$ cat src/rtl/dcd_pkg.sv
package dcd_pkg;
  localparam int WIN     = 2;
  localparam int UOP_MAX = 3;
  localparam int CODE_W  = 4;
  localparam int CLS_W   = 2;
  localparam int BYTE_W  = 8;
  localparam int NUOP_W  = $clog2(UOP_MAX + 1);
  localparam int CNT_W   = $clog2(WIN + 1);

  typedef enum logic [CLS_W-1:0] {
    CLS_SHORT  = 2'd0,
    CLS_LONG   = 2'd1,
    CLS_VECTOR = 2'd2
  } cls_e;

  typedef enum logic [CODE_W-1:0] {
    OP_NONE   = 4'd0,
    OP_LOAD   = 4'd1,
    OP_STORE  = 4'd2,
    OP_ALU    = 4'd3,
    OP_ALUX   = 4'd4,
    OP_BRANCH = 4'd5,
    OP_FLOAT  = 4'd6,
    OP_MEDIA  = 4'd7,
    OP_LIMM   = 4'd8
  } uop_e;

  typedef enum logic [CODE_W-1:0] {
    EU_NONE    = 4'd0,
    EU_INT_X   = 4'd1,
    EU_INT_ANY = 4'd2,
    EU_LOAD    = 4'd3,
    EU_STORE   = 4'd4,
    EU_BRANCH  = 4'd5,
    EU_FPU     = 4'd6,
    EU_MMX     = 4'd7,
    EU_CTRL    = 4'd8
  } unit_e;

  typedef struct packed {
    logic [BYTE_W-1:0] op0;
    logic [BYTE_W-1:0] op1;
    logic [BYTE_W-1:0] modrm;
  } insn_t;

  typedef struct packed {
    logic [CLS_W-1:0]                cls;
    logic [NUOP_W-1:0]               nuops;
    logic [UOP_MAX-1:0][CODE_W-1:0]  uops;
    logic                            unsup;
  } dec_t;
endpackage

$ cat src/rtl/dcd_classify.sv
module dcd_classify
  import dcd_pkg::*;
(
  input  insn_t insn,
  output dec_t  dec
);
  logic mem_form;
  logic [CODE_W-1:0] arith;

  always_comb begin
    mem_form = (insn.modrm[7:6] != 2'b11);
    arith    = (insn.op0[0] == 1'b0) ? OP_ALUX : OP_ALU;
    dec      = '0;
    dec.cls  = CLS_VECTOR;
    case (insn.op0)
      8'h37, 8'h3F: begin
        dec.cls = CLS_VECTOR;
      end
      8'hD4, 8'hD5: begin
        dec.unsup = (insn.op1 != 8'h0A);
      end
      8'h10, 8'h11: begin
        if (mem_form) begin
          dec.cls     = CLS_LONG;
          dec.nuops   = NUOP_W'(3);
          dec.uops[0] = OP_LOAD;
          dec.uops[1] = arith;
          dec.uops[2] = OP_STORE;
        end else begin
          dec.cls     = CLS_SHORT;
          dec.nuops   = NUOP_W'(1);
          dec.uops[0] = arith;
        end
      end
      8'h12, 8'h13: begin
        dec.cls = CLS_SHORT;
        if (mem_form) begin
          dec.nuops   = NUOP_W'(2);
          dec.uops[0] = OP_LOAD;
          dec.uops[1] = arith;
        end else begin
          dec.nuops   = NUOP_W'(1);
          dec.uops[0] = arith;
        end
      end
      8'h14: begin
        dec.cls     = CLS_SHORT;
        dec.nuops   = NUOP_W'(1);
        dec.uops[0] = OP_ALUX;
      end
      default: begin
        dec.unsup = 1'b1;
      end
    endcase
  end
endmodule

$ cat src/rtl/dcd_route.sv
module dcd_route
  import dcd_pkg::*;
(
  input  logic [CODE_W-1:0] uop,
  output logic [CODE_W-1:0] unit
);
  always_comb begin
    case (uop)
      OP_LOAD:   unit = EU_LOAD;
      OP_STORE:  unit = EU_STORE;
      OP_ALU:    unit = EU_INT_ANY;
      OP_ALUX:   unit = EU_INT_X;
      OP_BRANCH: unit = EU_BRANCH;
      OP_FLOAT:  unit = EU_FPU;
      OP_MEDIA:  unit = EU_MMX;
      OP_LIMM:   unit = EU_CTRL;
      default:   unit = EU_NONE;
    endcase
  end
endmodule

$ cat src/rtl/dcd_select.sv
module dcd_select
  import dcd_pkg::*;
(
  input  logic [CNT_W-1:0] cnt,
  input  logic [CLS_W-1:0] cls_old,
  input  logic [CLS_W-1:0] cls_young,
  output logic [WIN-1:0]   slot_vld
);
  always_comb begin
    slot_vld    = '0;
    slot_vld[0] = (cnt != '0);
    slot_vld[1] = (cnt == CNT_W'(2)) && (cls_old == CLS_SHORT) &&
                  (cls_young == CLS_SHORT);
  end
endmodule

$ cat src/rtl/dcd_window.sv
module dcd_window
  import dcd_pkg::*;
(
  input  logic               clk,
  input  logic               rst_n,
  input  logic [WIN-1:0]     in_vld,
  input  insn_t [WIN-1:0]    lane_insn,
  input  logic [CNT_W-1:0]   pop_n,
  output logic [WIN-1:0]     in_take,
  output insn_t [WIN-1:0]    win_q,
  output logic [CNT_W-1:0]   win_cnt
);
  insn_t [WIN-1:0]  win_d;
  logic [CNT_W-1:0] cnt_d;
  logic [CNT_W-1:0] remain;
  logic [CNT_W-1:0] free;
  logic             chain;
  logic             win_en;

  always_comb begin
    remain  = win_cnt - pop_n;
    free    = CNT_W'(WIN) - remain;
    in_take = '0;
    chain   = rst_n;
    for (int l = 0; l < WIN; l++) begin
      chain = chain && in_vld[l];
      if (chain && (free > CNT_W'(l))) in_take[l] = 1'b1;
    end

    win_d = '0;
    for (int i = 0; i < WIN; i++) begin
      if (i + int'(pop_n) < WIN) win_d[i] = win_q[i + int'(pop_n)];
    end
    cnt_d = remain;
    for (int l = 0; l < WIN; l++) begin
      if (in_take[l]) begin
        win_d[int'(remain) + l] = lane_insn[l];
        cnt_d = cnt_d + CNT_W'(1);
      end
    end
    win_en = (pop_n != '0) || (in_take != '0);
  end

  always_ff @(posedge clk or negedge rst_n) begin
    if (!rst_n) begin
      win_q   <= '0;
      win_cnt <= '0;
    end else if (win_en) begin
      win_q   <= win_d;
      win_cnt <= cnt_d;
    end
  end
endmodule

$ cat src/rtl/dcd_dispatch.sv
module dcd_dispatch
  import dcd_pkg::*;
(
  input  logic                          clk,
  input  logic                          rst_n,
  input  logic [WIN-1:0]                in_vld,
  input  logic [WIN*BYTE_W-1:0]         in_op0,
  input  logic [WIN*BYTE_W-1:0]         in_op1,
  input  logic [WIN*BYTE_W-1:0]         in_modrm,
  output logic [WIN-1:0]                in_take,
  input  logic                          out_ready,
  output logic [WIN-1:0]                iss_vld,
  output logic [WIN*CLS_W-1:0]          iss_class,
  output logic [WIN*NUOP_W-1:0]         iss_nuops,
  output logic [WIN*UOP_MAX*CODE_W-1:0] iss_uop,
  output logic [WIN*UOP_MAX*CODE_W-1:0] iss_unit,
  output logic [WIN-1:0]                iss_unsup
);
  logic rs_q1, rs_q2;
  logic rst_s_n;

  always_ff @(posedge clk or negedge rst_n) begin
    if (!rst_n) begin
      rs_q1 <= 1'b0;
      rs_q2 <= 1'b0;
    end else begin
      rs_q1 <= 1'b1;
      rs_q2 <= rs_q1;
    end
  end
  assign rst_s_n = rs_q2;

  insn_t [WIN-1:0]  lane_insn;
  insn_t [WIN-1:0]  win_q;
  logic [CNT_W-1:0] win_cnt;
  logic [CNT_W-1:0] pop_n;
  logic [WIN-1:0]   slot_vld;
  dec_t [WIN-1:0]   dec;

  for (genvar l = 0; l < WIN; l++) begin : g_lane
    assign lane_insn[l] = {in_op0[l*BYTE_W +: BYTE_W],
                           in_op1[l*BYTE_W +: BYTE_W],
                           in_modrm[l*BYTE_W +: BYTE_W]};
  end

  dcd_window u_win (
    .clk       (clk),
    .rst_n     (rst_s_n),
    .in_vld    (in_vld),
    .lane_insn (lane_insn),
    .pop_n     (pop_n),
    .in_take   (in_take),
    .win_q     (win_q),
    .win_cnt   (win_cnt)
  );

  for (genvar s = 0; s < WIN; s++) begin : g_dec
    dcd_classify u_cls (
      .insn (win_q[s]),
      .dec  (dec[s])
    );
  end

  dcd_select u_sel (
    .cnt       (win_cnt),
    .cls_old   (dec[0].cls),
    .cls_young (dec[1].cls),
    .slot_vld  (slot_vld)
  );

  always_comb begin
    pop_n = '0;
    for (int s = 0; s < WIN; s++) begin
      if (slot_vld[s] && out_ready) pop_n = pop_n + CNT_W'(1);
    end
  end

  assign iss_vld = slot_vld;

  for (genvar s = 0; s < WIN; s++) begin : g_slot
    assign iss_class[s*CLS_W +: CLS_W]    = slot_vld[s] ? dec[s].cls   : '0;
    assign iss_nuops[s*NUOP_W +: NUOP_W]  = slot_vld[s] ? dec[s].nuops : '0;
    assign iss_unsup[s]                   = slot_vld[s] && dec[s].unsup;
    for (genvar j = 0; j < UOP_MAX; j++) begin : g_uop
      logic [CODE_W-1:0] unit_w;
      dcd_route u_rt (
        .uop  (dec[s].uops[j]),
        .unit (unit_w)
      );
      assign iss_uop[(s*UOP_MAX+j)*CODE_W +: CODE_W]  = slot_vld[s] ? dec[s].uops[j] : '0;
      assign iss_unit[(s*UOP_MAX+j)*CODE_W +: CODE_W] = slot_vld[s] ? unit_w : '0;
    end
  end
endmodule

$ cat config.mk
export PLATFORM = sky130hd
export DESIGN_NAME = dcd_dispatch
export DESIGN_NICKNAME = d
export VERILOG_FILES = /design/src/rtl/dcd_pkg.sv /design/src/rtl/dcd_classify.sv /design/src/rtl/dcd_route.sv /design/src/rtl/dcd_select.sv /design/src/rtl/dcd_window.sv /design/src/rtl/dcd_dispatch.sv
export SDC_FILE = /design/constraint.sdc
export NUM_CORES = 1
export LEC_CHECK = 0
export ABC_AREA = 1
export BUFFER_PORTS_ARGS = -buffer_cell sky130_fd_sc_hd__buf_2
export CORE_AREA = 2 2 113 126
export CTS_BUF_LIST = sky130_fd_sc_hd__clkbuf_4
export DETAILED_ROUTE_END_ITERATION = 8
export DIE_AREA = 0 0 115 128
export SKIP_CTS_REPAIR_TIMING = 1
export SLEW_MARGIN = 40
export SYNTH_ARGS = -nofsm -noshare
export SYNTH_HDL_FRONTEND = slang
export SYNTH_SLANG_ARGS = --single-unit
$ cat constraint.sdc
create_clock -name clk -period 4.2 [get_ports clk]
set_input_delay 0.84 -clock clk [delete_from_list [all_inputs] [get_ports clk]]
set_output_delay 0.84 -clock clk [all_outputs]
set_load 0.02 [all_outputs]
==> summary.md, run 1 <==
| Metric | Value |
|---|---|
| Gate Count Post-Synth | `619` |
| Initial Util | `29.26%` |
| Final core area utilization | `32.93%` |
| Vias | `4078` |
| Crit Path Class | `flop to primary output` |
| Antenna Nets Post-Route | `0` |
| Dpl cells | `825` |
| Syn_area_per_cell | `6.387 µm²` |
| Vias per cell | `4.826` |
| Worst hold slack | `220.5 ps` |
| Chip width | `115 µm` |
| Seq. cell area | `1005 µm²` |
| Synth Flop Type | `dfrtp_1` |
| # rows | `45` |
| HP Class | `primary input to async pin` |
| Worst path max stage delay | `410 ps` |
| Crit path launch type | `flop` |
| Die H | `128 µm` |
| Grt ovf | `0` |
| Post-synthesis cell type count | `33` |
| Static leakage | `2.579 nW` |
| Synthesis Warnings | `0` |
| Nets | `738` |
| Post-route insts no fill | `845` |
| Fill cells | `1537` |
| All-Layer GR Usage | `15.72%` |
| Critical path capture point type | `primary output` |
| TritonRoute pass-1 iters | `4` |
| Area occupied by multi-input gates | `2205 µm²` |
| Post-route DRC violation count | `0` |
| PortBufs | `73` |
| Ys async rst share | `100.0%` |
| Synthesized area | `3954 µm²` |
| Worst-path cell chain | `inv_2, nand2_2, nor2_4, nand2_2, nand2_2, nand2_1, nor2_4, nand2_4, nor2_4, inv_2, ha_1, ha_2, inv_1, nand3_2, nand2_4, inv_2, ha_1, nand3_2, inv_2, buf_4` |
| Post-synth EDFFs | `0` |
| Max-cap violations | `0` |
| Least-Margin Pin Slew | `723.3 ps` |
| Post-synthesis sequential area ratio | `25.32%` |
| GP Congestion | `0.7857` |
| Antenna violations before repair | `0` |
| Routed WL | `11.42 mm` |
| Vias in the first global route | `3700` |
| Core ar. | `13510 µm²` |
| Commonest non-fill, non-tap cell in the layout | `nand2_1` |
| Largest net degree at the start of global routing | `58` |
| Setup violators final | `0` |
| Area Growth Syn to Fin | `12.53%` |
| Reg clk slew, reported paths | `140 ps` |
| DP Wirelength | `7.898 mm` |
| Fmax | `249.2 MHz` |
| Clk root buf | `clkbuf_4` |
| CTS buffer count | `5` |
| Final Hold Fails | `0` |
| Pwr dens | `665.0 nW/µm²` |
| Most numerous cell on the critical path | `inv_2` |
| DIE AREA | `14720 µm²` |
| Peak supply drop | `389.1 µV` |
| Yosys reg bits | `40` |
| Clk sinks | `40` |
| Fraction of layout cells with a size suffix above 1 | `24.82%` |
| Max FO, Critical Path | `7` |
| Initial DRC Count | `258` |
| Most frequent cells in the layout | `nand2_1 (158), inv_1 (83), buf_2 (72), nand3_1 (57), dfrtp_1 (37)` |
| Max-slew headroom | `51.78%` |
| Post-DR wirelength/cell | `13.52 µm` |
| CTS tree | `yes` |
| CTS max path bufs | `2` |
| Clk_skew | `15.61 ps` |
| First-pass GRT wire length | `18.44 mm` |
| Period minus WS final | `4012 ps` |
| Final worst path period share | `95.53%` |
| CTS HTree Levels | `2` |
| Critical path arrival | `3170 ps` |
| Clk Latency, worst-skew pair | `370 ps` |
| Worst EP required | `3360 ps` |
| Slew Limit Fails | `0` |
| Worst path slowest cell | `dfrtp_1` |
| Status | `finished, final reports clean` |
| IO Count | `115` |
| ANT cells | `0` |
[layer usage]
layer  share of wire (%)  wire length, µm  global-route usage [%]  vias up
li1                    -                -                       -     2034
met1                  43             4893                   20.12     1897
met2                  48             5514                   27.72      130
met3                 7.1              808                   2.033       17
met4                 1.8              205                   4.181        0
met5                   0                0                       0        -
[power breakdown]
group | switching [W] | total, W | internal (W)
registers | 0.000151 | 0.000708 | 0.000557
logic | 0.00133 | 0.00197 | 0.000641
clock network | 0.000150 | 0.000281 | 0.000131
[worst max-delay path, delay by kind of cell, from the launching register on]
| kind | cells | cell delay [ps] |
|---|---|---|
| simple gates | 11 | 1190 |
| fa+ha+maj | 3 | 770 |
| buf+inv | 6 | 430 |
| flops | 1 | 410 |
[worst paths after layout]
kind | from | end | slack [ps] | cells after the start
min in group clk | rs_q1$_DFF_PN0_ | rs_q2$_DFF_PN0_ | 370 | 0
min | rst_n | rs_q1$_DFF_PN0_ | 220 | 1
min reg2reg | rs_q2$_DFF_PN0_ | u_win.win_cnt[1]$_DFFE_PN0P_ | 320 | 1
max in group asynchronous | rs_q2$_DFF_PN0_ | u_win.win_q[40]$_DFFE_PN0P_ | 3500 | 1
max reg2reg | u_win.win_q[23]$_DFFE_PN0P_ | u_win.win_q[41]$_DFFE_PN0P_ | 480 | 27
max | u_win.win_q[23]$_DFFE_PN0P_ | in_take[1] | 190 | 20
[cell type report]
type	instances	share of cell area, %
tap	164	4.612
timing repair buffer	96	12.15
clock buffer	6	1.012
inverter	109	9.308
sequential	40	22.58
clock inverter	2	0.7874
multi-input combinational	428	49.55
[synth_stat cells (2+ instances only)]
| cell | number | share of area, % |
|---|---|---|
| nand3_1 | 58 | 7.3 |
| conb_1 | 2 | 0.19 |
| nand2_1 | 163 | 15 |
| o211ai_1 | 14 | 2.7 |
| buf_6 | 3 | 0.85 |
| nand3_2 | 7 | 1.8 |
| nor4_1 | 3 | 0.47 |
| nor2_2 | 3 | 0.47 |
| nor2_1 | 29 | 2.8 |
| buf_4 | 37 | 7.0 |
| buf_1 | 3 | 0.28 |
| buf_2 | 15 | 1.9 |
| clkinv_1 | 5 | 0.47 |
| nand4_2 | 13 | 4.1 |
| ha_1 | 5 | 1.6 |
| nand3_4 | 2 | 0.89 |
| nand4_1 | 25 | 4.0 |
| o21ai_0 | 28 | 3.5 |
| inv_1 | 89 | 8.4 |
| nand2_4 | 2 | 0.57 |
| clkbuf_1 | 9 | 0.85 |
| inv_2 | 14 | 1.3 |
| dfrtp_1 | 40 | 25 |
| nor3_1 | 2 | 0.25 |
| nand2_2 | 4 | 0.63 |
| o21ai_1 | 16 | 2.0 |
| buf_12 | 2 | 1.0 |
| a21oi_1 | 21 | 2.7 |
[state kept, by name, indices dropped and copies added (netlist names)]
signal,count
rs_q1,1
rs_q2,1
u_win.win_cnt,2
u_win.win_q,36
[through the flow]
step | power [W] | instance area (µm²) | TNS, ps | worst slack [ps]
finish | 0.002959 | 4449 | 0 | 187.8
CTS | 0.002859 | 4305 | -292.2 | -154.1
global placement | 0.002559 | 4225 | 0 | 249.6
global route | 0.003257 | 4449 | -19.14 | -19.14
floorplan | 0.002273 | 4059 | 0 | 192.1
detailed placement | 0.002582 | 4225 | 0 | 207.5
[logic make-up (layout without fill, tap and decap cells)]
family	Yosys count	after routing	synth area share, %
and+or+nand+nor	313	313	39.15
adders and majority gates	5	5	1.582
DFF	40	40	25.32
buffers and inverters	179	213	22.72
AOI/OAI and AO/OA	80	80	11.04
other	2	30	0.1899
Note: power is estimated with default switching activity, not from simulation.
==> run 2: changes to the inputs <==
--- a/config.mk
+++ b/config.mk
@@ -7,10 +7,10 @@
 export LEC_CHECK = 0
 export ABC_AREA = 1
 export BUFFER_PORTS_ARGS = -buffer_cell sky130_fd_sc_hd__buf_2
-export CORE_AREA = 2 2 113 126
+export CORE_AREA = 4 4 115 128
 export CTS_BUF_LIST = sky130_fd_sc_hd__clkbuf_4
 export DETAILED_ROUTE_END_ITERATION = 8
-export DIE_AREA = 0 0 115 128
+export DIE_AREA = 0 0 119 132
 export SKIP_CTS_REPAIR_TIMING = 1
 export SLEW_MARGIN = 40
 export SYNTH_ARGS = -nofsm -noshare
==> summary.md, run 2 (synthesis gave the netlist of run 1 again) <==
| Metric | Value |
|---|---|
| Post-DR wirelength/cell | `13.45 µm` |
| Critical path capture point type | `primary output` |
| Clk_skew | `10.97 ps` |
| Chip width | `119 µm` |
| IO Count | `115` |
| Crit Path Class | `flop to primary output` |
| Fmax | `251.6 MHz` |
| Crit path launch type | `flop` |
| GP Congestion | `0.8604` |
| Pwr dens | `646.8 nW/µm²` |
| Core ar. | `13570 µm²` |
| Sequential share of power | `24.7%` |
| Vias | `4042` |
| Max FO, Critical Path | `7` |
| Least-Margin Pin Slew | `744.9 ps` |
| Largest net degree at the start of global routing | `58` |
| Sw frac | `56.55%` |
| Peak supply drop | `374.6 µV` |
| PortBufs | `73` |
| FF-to-FF setup slack | `580 ps` |
| Final Hold Fails | `0` |
| TritonRoute pass-1 iters | `5` |
| Number of flip-flops in the largest register | `36` |
| Static leakage | `2.548 nW` |
| Worst hold slack | `237.2 ps` |
| Clk root buf | `clkbuf_4` |
| ANT cells | `0` |
| Worst EP required | `3360 ps` |
| Reg2reg end | `u_win.win_q[35]$_DFFE_PN0P_` |
| Psw | `0.001618 W` |
| Reg clk slew, reported paths | `140 ps` |
| Commonest non-fill, non-tap cell in the layout | `nand2_1` |
| Clk pwr share | `7.2%` |
| Most frequent cells in the layout | `nand2_1 (157), inv_1 (86), buf_2 (72), nand3_1 (57), dfrtp_1 (38)` |
| Largest Register | `u_win.win_q` |
| Worst r2r src | `u_win.win_q[22]$_DFFE_PN0P_` |
| # rows | `45` |
| All-Layer GR Usage | `14.48%` |
| Critical path arrival | `3130 ps` |
| Critical Path End | `in_take[1]` |
| Antenna violations before repair | `0` |
| Status | `finished, final reports clean` |
| Grt ovf | `0` |
| CTS max path bufs | `2` |
| CTS buffer count | `5` |
| Final setup TNS | `0 ps` |
| Max-cap violations | `0` |
| Pint | `0.001243 W` |
| Post-route DRC violation count | `0` |
| Vias in the first global route | `3708` |
| Initial Util | `29.14%` |
| R2R depth | `24` |
| Clk Latency, worst-skew pair | `360 ps` |
| CTS tree | `yes` |
| Slew Limit Fails | `0` |
| CTS HTree Levels | `2` |
| Critical path launch point | `u_win.win_q[22]$_DFFE_PN0P_` |
| DP Wirelength | `8.167 mm` |
| Max-slew headroom | `50.34%` |
| Final worst path period share | `94.64%` |
| Routed WL | `11.61 mm` |
| Initial DRC Count | `256` |
| Placement Cell Area | `4275 µm²` |
| Top Registers | `u_win.win_q (36), u_win.win_cnt (2)` |
| Setup violators final | `0` |
| Nets | `732` |
| Period minus WS final | `3975 ps` |
| Vias per cell | `4.684` |
| Antenna Nets Post-Route | `0` |
| Clk sinks | `40` |
| HP Class | `primary input to async pin` |
| DIE AREA | `15710 µm²` |
| Comb pwr share | `68.2%` |
| Fill cells | `1540` |
| Design Area, Final | `4424 µm²` |
| Fraction of layout cells with a size suffix above 1 | `23.41%` |
| Area Growth Syn to Fin | `11.90%` |
| Die H | `132 µm` |
| First-pass GRT wire length | `18.77 mm` |
run 2: final cells by class:
cell class | instances | area (µm²) | share of cell area [%]
multi-input combinational | 428 | 2215 | 50.06
tap | 188 | 235.2 | 5.317
clock buffer | 5 | 37.54 | 0.8484
inverter | 109 | 411.6 | 9.304
sequential | 40 | 1003 | 22.68
timing repair buffer | 90 | 508.0 | 11.48
clock inverter | 3 | 13.76 | 0.3111
run 2: per-layer routing:
layer | part of all wire, % | track usage [%]
met1 | 45 | 19.24
met3 | 5.7 | 2.103
met5 | 0 | 0
met4 | 1.5 | 3.284
met2 | 47 | 24.79
run 2: how the worst min path moves through the flow:
stage / depth (start not counted) / start / to
global route: 1 / rst_n / rs_q1$_DFF_PN0_
CTS: 1 / rst_n / rs_q1$_DFF_PN0_
detailed placement: 1 / rs_q2$_DFF_PN0_ / u_win.win_cnt[0]$_DFFE_PN0P_
finish: 1 / rst_n / rs_q1$_DFF_PN0_
global placement: 0 / rs_q1$_DFF_PN0_ / rs_q2$_DFF_PN0_
floorplan: 0 / rs_q1$_DFF_PN0_ / rs_q2$_DFF_PN0_
run 2: worst max-delay path: stages, from the launching register on:
cell and delay, ps:
dfrtp_1 430, inv_2 90, nand2_2 80, nor2_4 150
nand2_2 100, nand2_4 80, nand2_2 70, nor2_4 130
nand2_4 100, nor2_4 100, inv_2 40, ha_1 280
ha_1 210, inv_1 70, nand3_2 100, nand2_4 90
inv_2 30, ha_1 280, nand3_2 100, inv_2 90
buf_4 140
run 2: stage by stage:
step	cells	worst slack [ps]	total power (W)	utilization, %
floorplan	647	192.1	0.002273	-
global placement	850	352.4	0.002588	31.51
detailed placement	850	342.0	0.002607	31.51
CTS	858	-70.34	0.002816	31.89
global route	863	-4.286	0.003179	32.60
finish	863	225.1	0.002862	32.60
run 2: power by group through the flow:
stage	Sequential, W	Clock (W)	Combinational (W)
floorplan	0.000669	0	0.00160
global route	0.000735	0.000224	0.00222
global placement	0.000710	0	0.00188
finish	0.000707	0.000205	0.00195
detailed placement	0.000712	0	0.00189
CTS	0.000703	0.000213	0.00190
